===== src/rtl/dual_edge_pkg.sv =====
package dual_edge_pkg;
  localparam int CTRL_W = 7;
  localparam logic [2:0] MODE_C24 = 3'b100;
  localparam logic [2:0] MODE_Y16 = 3'b010;
  localparam int EN16_BIT = 5;
  localparam int EN24_BIT = 6;

  // sub-bus placement and widths
  localparam int SUB24_LSB = 5;
  localparam int SUB24_W   = 12;
  localparam int SUB16_LSB = 13;
  localparam int SUB16_W   = 8;

  // compositor field positions
  localparam int R_LSB  = 22;  // R[7:0]  -> w[29:22]
  localparam int GH_LSB = 16;  // G[7:4]  -> w[19:16]
  localparam int GL_LSB = 12;  // G[3:0]  -> w[15:12]
  localparam int B_LSB  = 2;   // B[7:0]  -> w[9:2]
  localparam int UV_LSB = 12;  // UV[7:0] -> w[19:12]

  typedef enum logic [1:0] {
    PK_PASS = 2'd0,
    PK_24   = 2'd1,
    PK_16   = 2'd2
  } pack_e;
endpackage


===== src/rtl/dual_edge_decode.sv =====
module dual_edge_decode
  import dual_edge_pkg::*;
(
  input  logic [CTRL_W-1:0] ctrl_i,
  output pack_e             pack_o
);
  logic unused_rsvd;
  assign unused_rsvd = ^ctrl_i[4:3];

  always_comb begin
    pack_o = PK_PASS;
    if (ctrl_i[2:0] == MODE_C24 && ctrl_i[EN24_BIT]) pack_o = PK_24;
    else if (ctrl_i[2:0] == MODE_Y16 && ctrl_i[EN16_BIT]) pack_o = PK_16;
  end
endmodule


===== src/rtl/dual_edge_phase.sv =====
module dual_edge_phase (
  input  logic clk_i,
  input  logic rst_ni,
  output logic ph_o,
  output logic bound_o
);
  logic ph_q;

  always_ff @(posedge clk_i or negedge rst_ni) begin
    if (!rst_ni) ph_q <= 1'b0;
    else         ph_q <= ~ph_q;
  end

  assign ph_o    = ph_q;
  assign bound_o = ~ph_q;  // next edge starts a pixel
endmodule


===== src/rtl/dual_edge_pack.sv =====
module dual_edge_pack
  import dual_edge_pkg::*;
#(
  parameter int WORD_W = 30
) (
  input  logic [WORD_W-1:0] word_i,
  input  pack_e             pack_i,
  input  logic              hi_i,
  output logic [WORD_W-1:0] bus_o
);
  logic [SUB24_W-1:0] hi24, lo24;
  logic [SUB16_W-1:0] hi16, lo16;

  assign hi24 = {word_i[R_LSB +: 8], word_i[GH_LSB +: 4]};
  assign lo24 = {word_i[GL_LSB +: 4], word_i[B_LSB +: 8]};
  assign hi16 = word_i[UV_LSB +: 8];
  assign lo16 = word_i[B_LSB +: 8];

  always_comb begin
    bus_o = word_i;
    unique case (pack_i)
      PK_24:   bus_o[SUB24_LSB +: SUB24_W] = hi_i ? hi24 : lo24;
      PK_16:   bus_o[SUB16_LSB +: SUB16_W] = hi_i ? hi16 : lo16;
      default: bus_o = word_i;
    endcase
  end
endmodule


===== src/rtl/dual_edge_vout.sv =====
module dual_edge_vout
  import dual_edge_pkg::*;
#(
  parameter int WORD_W = 30
) (
  input  logic              clk2x_i,
  input  logic              rst_ni,
  input  logic [WORD_W-1:0] pix_word_i,
  input  logic [6:0]        ctrl_i,
  output logic              pclk_o,
  output logic [WORD_W-1:0] vdata_o
);
  logic              ph, bound;
  pack_e             pack_in, pack_q, src_pack;
  logic [WORD_W-1:0] word_q, src_word, bus_nx, vdata_q;

  dual_edge_phase u_phase (
    .clk_i  (clk2x_i),
    .rst_ni (rst_ni),
    .ph_o   (ph),
    .bound_o(bound)
  );

  dual_edge_decode u_dec (
    .ctrl_i(ctrl_i),
    .pack_o(pack_in)
  );

  // capture word and mode together at pixel start
  always_ff @(posedge clk2x_i or negedge rst_ni) begin
    if (!rst_ni) begin
      word_q <= '0;
      pack_q <= PK_PASS;
    end else if (bound) begin
      word_q <= pix_word_i;
      pack_q <= pack_in;
    end
  end

  // high half comes straight from inputs, low half from captured copy
  assign src_word = bound ? pix_word_i : word_q;
  assign src_pack = bound ? pack_in : pack_q;

  dual_edge_pack #(.WORD_W(WORD_W)) u_pack (
    .word_i(src_word),
    .pack_i(src_pack),
    .hi_i  (bound),
    .bus_o (bus_nx)
  );

  always_ff @(posedge clk2x_i or negedge rst_ni) begin
    if (!rst_ni) vdata_q <= '0;
    else         vdata_q <= bus_nx;
  end

  assign pclk_o  = ph;
  assign vdata_o = vdata_q;
endmodule


===== config.mk =====
export PLATFORM = sky130hd
export DESIGN_NAME = dual_edge_vout
export DESIGN_NICKNAME = d
export VERILOG_FILES = /design/src/rtl/dual_edge_pkg.sv /design/src/rtl/dual_edge_decode.sv /design/src/rtl/dual_edge_phase.sv /design/src/rtl/dual_edge_pack.sv /design/src/rtl/dual_edge_vout.sv
export SDC_FILE = /design/constraint.sdc
export NUM_CORES = 1
export LEC_CHECK = 0
export BUFFER_PORTS_ARGS = -buffer_cell sky130_fd_sc_hd__buf_2
export CORE_MARGIN = 2
export CORE_UTILIZATION = 46
export DETAILED_ROUTE_END_ITERATION = 12
export PLACE_DENSITY_LB_ADDON = 0.12
export SLEW_MARGIN = 15
export SYNTH_ARGS = -nofsm -noshare
export SYNTH_HDL_FRONTEND = slang
export SYNTH_HIERARCHICAL = 1
export SYNTH_SLANG_ARGS = --single-unit

===== constraint.sdc =====
create_clock -name clk2x_i -period 2.4 [get_ports clk2x_i]
set_clock_uncertainty 0.1 [all_clocks]
set_input_delay 0.12 -clock clk2x_i [delete_from_list [all_inputs] [get_ports clk2x_i]]
set_output_delay 0.12 -clock clk2x_i [all_outputs]
set_load 0.02 [all_outputs]

== Word-level counts from Yosys, hierarchy flattened ==
Index checks and enable logic that the tools add are counted.
Widths: inputs -> output; s select.
Cells by class
  equal/unequal tests: 4
  multiplexer cells: 9
  bitwise logic cells: 1
  reductions and logical operators: 2
Operators by type and width (count)
  $mux 30: 1
  $mux 8: 2
  $mux 12: 1
  $pmux 4 s2: 1
  $mux 2: 3
  $mux 4: 1
  $eq 3x2->1 const B: 1
  $eq 3x3->1 const B: 1
  $eq 2x1->1 const B: 1
  $eq 2x2->1 const B: 1
  $logic_and 1x1->1: 2
  $not 1->1: 1
Storage, ports and cells
  flip-flop bits (word level): 63
  input port bits: 39
  output and inout bits: 31
  logic and storage cells: 20

== Logic depth before layout (Yosys ltp) ==
  word-level depth: 7
  gate-level depth with buffers: 10
  gate-level depth less buffers: 6

== Modules after synthesis ==
The synthesis kept the hierarchy.
Modules (own cells, without submodules)
  dual_edge_vout: instances 1, cells an instance 98, area each 2095.8 um^2, sequential area each 1551.5 um^2
  dual_edge_pack: instances 1, cells an instance 77, area each 545.5 um^2, sequential area each 0.0 um^2
  dual_edge_phase: instances 1, cells an instance 2, area each 28.8 um^2, sequential area each 25.0 um^2
  dual_edge_decode: instances 1, cells an instance 2, area each 25.0 um^2, sequential area each 0.0 um^2

== Worst setup path before layout ==
OpenSTA, ideal clock, no wires.
  path kind: reg2reg
  start point: register u_phase.ph_q, in the netlist u_phase/ph_o
  end point: register vdata_q[13], in the netlist vdata_o[13]
  arrival time: 1890 ps
  data required time: 2210 ps
  setup slack: 320 ps
  cell stages (with the launch flop): 8
  path buffers: 2
  cell sequence: dfrtp_1 inv_1 buf_6 buf_12 mux2_4 ha_1 nand2b_1 o221ai_1
Between the ends
  longest elaborated chain between the ends: 3
Ends and longest elaborated chain
  start, declared: line dual_edge_phase.sv:7  | logic ph_q;
  start signal, assigned: line dual_edge_phase.sv:11  | else ph_q <= ~ph_q;
  $mux 2 (*): line dual_edge_vout.sv:42  | assign src_pack = bound ? pack_in : pack_q;
  via src_pack[1]: line dual_edge_vout.sv:14  | pack_e pack_in, pack_q, src_pack;
  $eq 2x2->1 / $eq 2x1->1 (equally long branches): line dual_edge_pack.sv:21  | unique case (pack_i)
  $pmux 4 s2 (*): line dual_edge_pack.sv:21
  via bus_nx[13]: line dual_edge_vout.sv:15  | logic [WORD_W-1:0] word_q, src_word, bus_nx, vdata_q;
  end signal, assigned: line dual_edge_vout.sv:53  | else vdata_q <= bus_nx;
  end, declared: line dual_edge_vout.sv:15
Mark *: on every way through the listed nets, which the timed path passes. The rest lies on a longest branch.

== Final worst setup path ==
  start point: register u_phase.ph_q, in the netlist u_phase/ph_o
  end point: register vdata_q[14], in the netlist vdata_o[14]
Between the ends
  longest elaborated chain between the ends: 3
Ends and longest elaborated chain
  $mux 30
  via src_word[3]: line dual_edge_vout.sv:15
  $mux 8: line dual_edge_pack.sv:23  | PK_16: bus_o[SUB16_LSB +: SUB16_W] = hi_i ? hi16 : lo16;
  $pmux 4 s2: line dual_edge_pack.sv:21
  via bus_nx[14]: line dual_edge_vout.sv:15
The timed path passes the listed nets, and every way through them passes these cells.

==> metrics.md <==
| Metric | Value |
|---|---|
| Status | finished, final reports clean |
| Post-DR wirelength/cell | 14.6 µm |
| Sw Ratio | 24.0% |
| Reg2Reg Depth | 5 |
| Area grow syn2layout | 26.9% |
| Synth Area in XOR/XNOR | 0% |
| Post-synthesis simple-gate area fraction | 3.62% |
| Root buf cell | clkbuf_8 |
| Adder-cell share of the synthesized area | 0.929% |
| #FFs+latches synth | 63 |
| Max transition margin | 48.3% |
| Largest family of logic cells by synthesized area | multiplexers |
| Initial antenna violation count | 0 |
| Setup_tns | 0 ns |
| Synth Cell Area | 2700 µm² |
| Cell area after layout | 3420 µm² |
| Mux share of post-synthesis cell area | 25.0% |
| Cell Pwr Density | 642 nW/µm² |
| Busiest grt layer | met2 |
| FP Rows | 27 |
| Flop-to-flop setup slack | 0.51 ns |
| Startpoint types | flip-flop |
| Via count | 1628 |
| CP cell instances | inv_2 > buf_4 > mux2_4 > mux2i_1 > o221ai_1 |
| TritonCTS clock tree | yes |
| Min Tclk post-route | 1.89 ns |
| Largest net degree at the start of global routing | 64 |
| Post-CTS setup buffer count | 0 |
| Min-delay worst type | input pin to flip-flop |
| Boundary Pins | 70 |
| Initial Util | 48.4% |
| Remaining DRCs | 0 |
| Share of cells above drive strength 1 | 44.2% |
| Worst reg2reg startpoint | u_phase/ph_o |
| Distinct cells, synth | 16 |
| WHS Endpoint | pack_q[0] |
| DP Wirelength | 3110 µm |
| CP required | 2.50 ns |
| CTS H-tree lvls | 3 |
| Drt pass-1 iters | 4 |
| CP endpoint kind | flip-flop |
| Die W | 80.5 µm |
| NetSw | 0.527 mW |
| Final setup vio count | 0 |
| Via density | 4.71 |
| Syn Area/Cell | 15.1 µm² |
| Post-DP Area | 2930 µm² |
| Sequential-to-total area share from yosys stat | 58.5% |
| Met2 Use GR | 25.8% |
| Clk Latency, worst-skew pair | 0.33 ns |
| M3 GR Usage | 4.38% |
| Yosys warnings | 6 |
| Fmax | 529 MHz |
| Iter 0 DRT Violations | 93 |
| Cts hold-fix bufs | 31 |
| Int Pwr | 1.67 mW |
| Clk pin slew, worst setup/hold paths | 0.07 ns |
| Leak Pwr | 1.59 nW |
| Core box area | 5570 µm² |
| Commonest cells after routing, fill and taps aside | buf_2, dfrtp_1, dlygate4sd3_1, mux2_4, mux2i_1 |
| Port bufs | 67 |
| Hold Fails Final Rpt | 0 |
| Max Buffers Root-to-Sink | 2 |
| Path type of the worst setup path | flip-flop to flip-flop |
| Routing usage on met1 | 22.8% |
| Commonest non-fill, non-tap cell in the layout | buf_2 |
| Post_cts resized | 0 |
| Min-Delay Startpoint | ctrl_i[6] |
| RD Place Congestion | 0.706 |
| Chip height | 80.5 µm |
| WHS Path Cells | 3 |
| Layout net count | 310 |
| Mapped Cells | 179 |
| Worst-Margin Slew | 0.776 ns |
| CTS sink cnt | 63 |
| Final critical-path share of the clock period | 78.8% |
| Pins Over Slew Limit | 0 |
| CP max stage cell | buf_4 |
| ANT nets after route | 0 |
| Ant diodes | 0 |
| Critical-path maximum fanout | 30 |
| Cts bufs inserted | 9 |
| Arrival time worst endpoint | 1.99 ns |
| Seq pwr share | 51.5% |
| Filler cell count | 452 |
| Die ar. | 6490 µm² |
| Number of global-route vias before repair | 1666 |
| R2r endpoint | vdata_o[14] |
| Worst vdd ir | 0.476 mV |
| Routed wire length | 5060 µm |
| GR Overflow Total | 0 |
| MaxCap Viol Count | 0 |
| Post-Syn Nets | 220 |
| Gate power share | 11.8% |
| Worst path max stage delay | 0.48 ns |
| Tot GR Track Use | 17.1% |
| RSZ-0062 raised after global routing | no |
| Clk pwr share | 36.7% |
| Global-route wire length before repair | 8090 µm |
| Compound-Gate Fraction of Synth Area | 3.53% |
## critical path: cells and delay by family, from the launching register on
family	cells	cell delay (ns)
mux	2	0.52
flops	1	0.38
compound gates	1	0.13
buf+inv	2	0.61
## per-layer routing
| layer | up-vias | wire length [µm] | part of all wire (%) |
|---|---|---|---|
| li1 | 786 | - | - |
| met5 | - | 0 | 0 |
| met3 | 9 | 254 | 5.0 |
| met1 | 786 | 2370 | 47 |
| met2 | 47 | 2340 | 46 |
| met4 | 0 | 93 | 1.8 |
## final cells by class
type / instances / area, µm² / area share, %
flip-flops and latches: 63 / 1580 / 46.1
multi-input cells: 90 / 891 / 26.1
repair buffers: 102 / 676 / 19.8
inverters: 3 / 11.3 / 0.329
well taps: 72 / 90.1 / 2.63
clock buffers: 12 / 155 / 4.54
clock inverters: 4 / 20.0 / 0.585
## sequential cells by signal (all words and copies together), names as in the netlist
register	count
pack_q	2
u_phase/ph_o	1
vdata_o	30
word_q	30
## worst max path at each step
| stage | from | slack (ns) | cells past startpoint | endpoint |
|---|---|---|---|---|
| 6_report | u_phase/ph_o | 0.51 | 5 | vdata_o[14] |
| 5_1_grt | u_phase/ph_o | 0.38 | 6 | vdata_o[15] |
| 4_1_cts | u_phase/ph_o | 0.49 | 5 | vdata_o[14] |
| 3_5_place_dp | u_phase/ph_o | 0.51 | 5 | vdata_o[14] |
| 3_3_place_gp | u_phase/ph_o | 0.52 | 5 | vdata_o[15] |
| 2_1_floorplan | u_phase/ph_o | 0.32 | 7 | vdata_o[13] |
## power groups by stage
stage / registers (mW) / clock network (mW) / logic, mW
after global routing: 1.14 / 0.872 / 0.285
after CTS: 1.13 / 0.831 / 0.261
after global placement: 1.15 / 0 / 0.220
after floorplan: 1.19 / 0 / 0.0969
final: 1.13 / 0.806 / 0.258
after detailed placement: 1.15 / 0 / 0.222
## stage by stage
step	utilization, %	setup WS (ns)	instances	hold WS (ns)	total power, mW
floorplan	-	0.320	179	-0.276	1.29
global placement	52.6	0.519	299	0.233	1.37
detailed placement	52.6	0.509	299	0.238	1.37
CTS	61.3	0.489	346	0.145	2.22
global route	61.3	0.385	346	0.162	2.29
finish	61.3	0.509	346	0.157	2.20
## cell families (layout without fill, tap and decap cells)
logic type / Yosys count / in the layout
flops: 63 / 63
mux: 52 / 52
buf+inv: 26 / 121
simple gates: 20 / 20
compound gates: 16 / 16
fa+ha+maj: 2 / 2
## synthesized netlist by cell type
| master | n | area share, % |
|---|---|---|
| inv_1 | 3 | 0.42 |
| and4bb_2 | 2 | 0.93 |
| mux2_2 | 2 | 0.84 |
| a21oi_1 | 12 | 2.2 |
| nor2_1 | 12 | 1.7 |
| buf_6 | 3 | 1.3 |
| o221ai_1 | 4 | 1.3 |
| buf_12 | 3 | 2.2 |
| dfrtp_1 | 63 | 58 |
| mux2_4 | 30 | 17 |
| mux2i_1 | 20 | 7.4 |
| ha_1 | 2 | 0.93 |
| nand2_1 | 4 | 0.56 |
| clkbuf_2 | 2 | 0.37 |
| buf_4 | 15 | 4.2 |
| nand2b_1 | 2 | 0.46 |
Power figures use the tool's default switching activity.
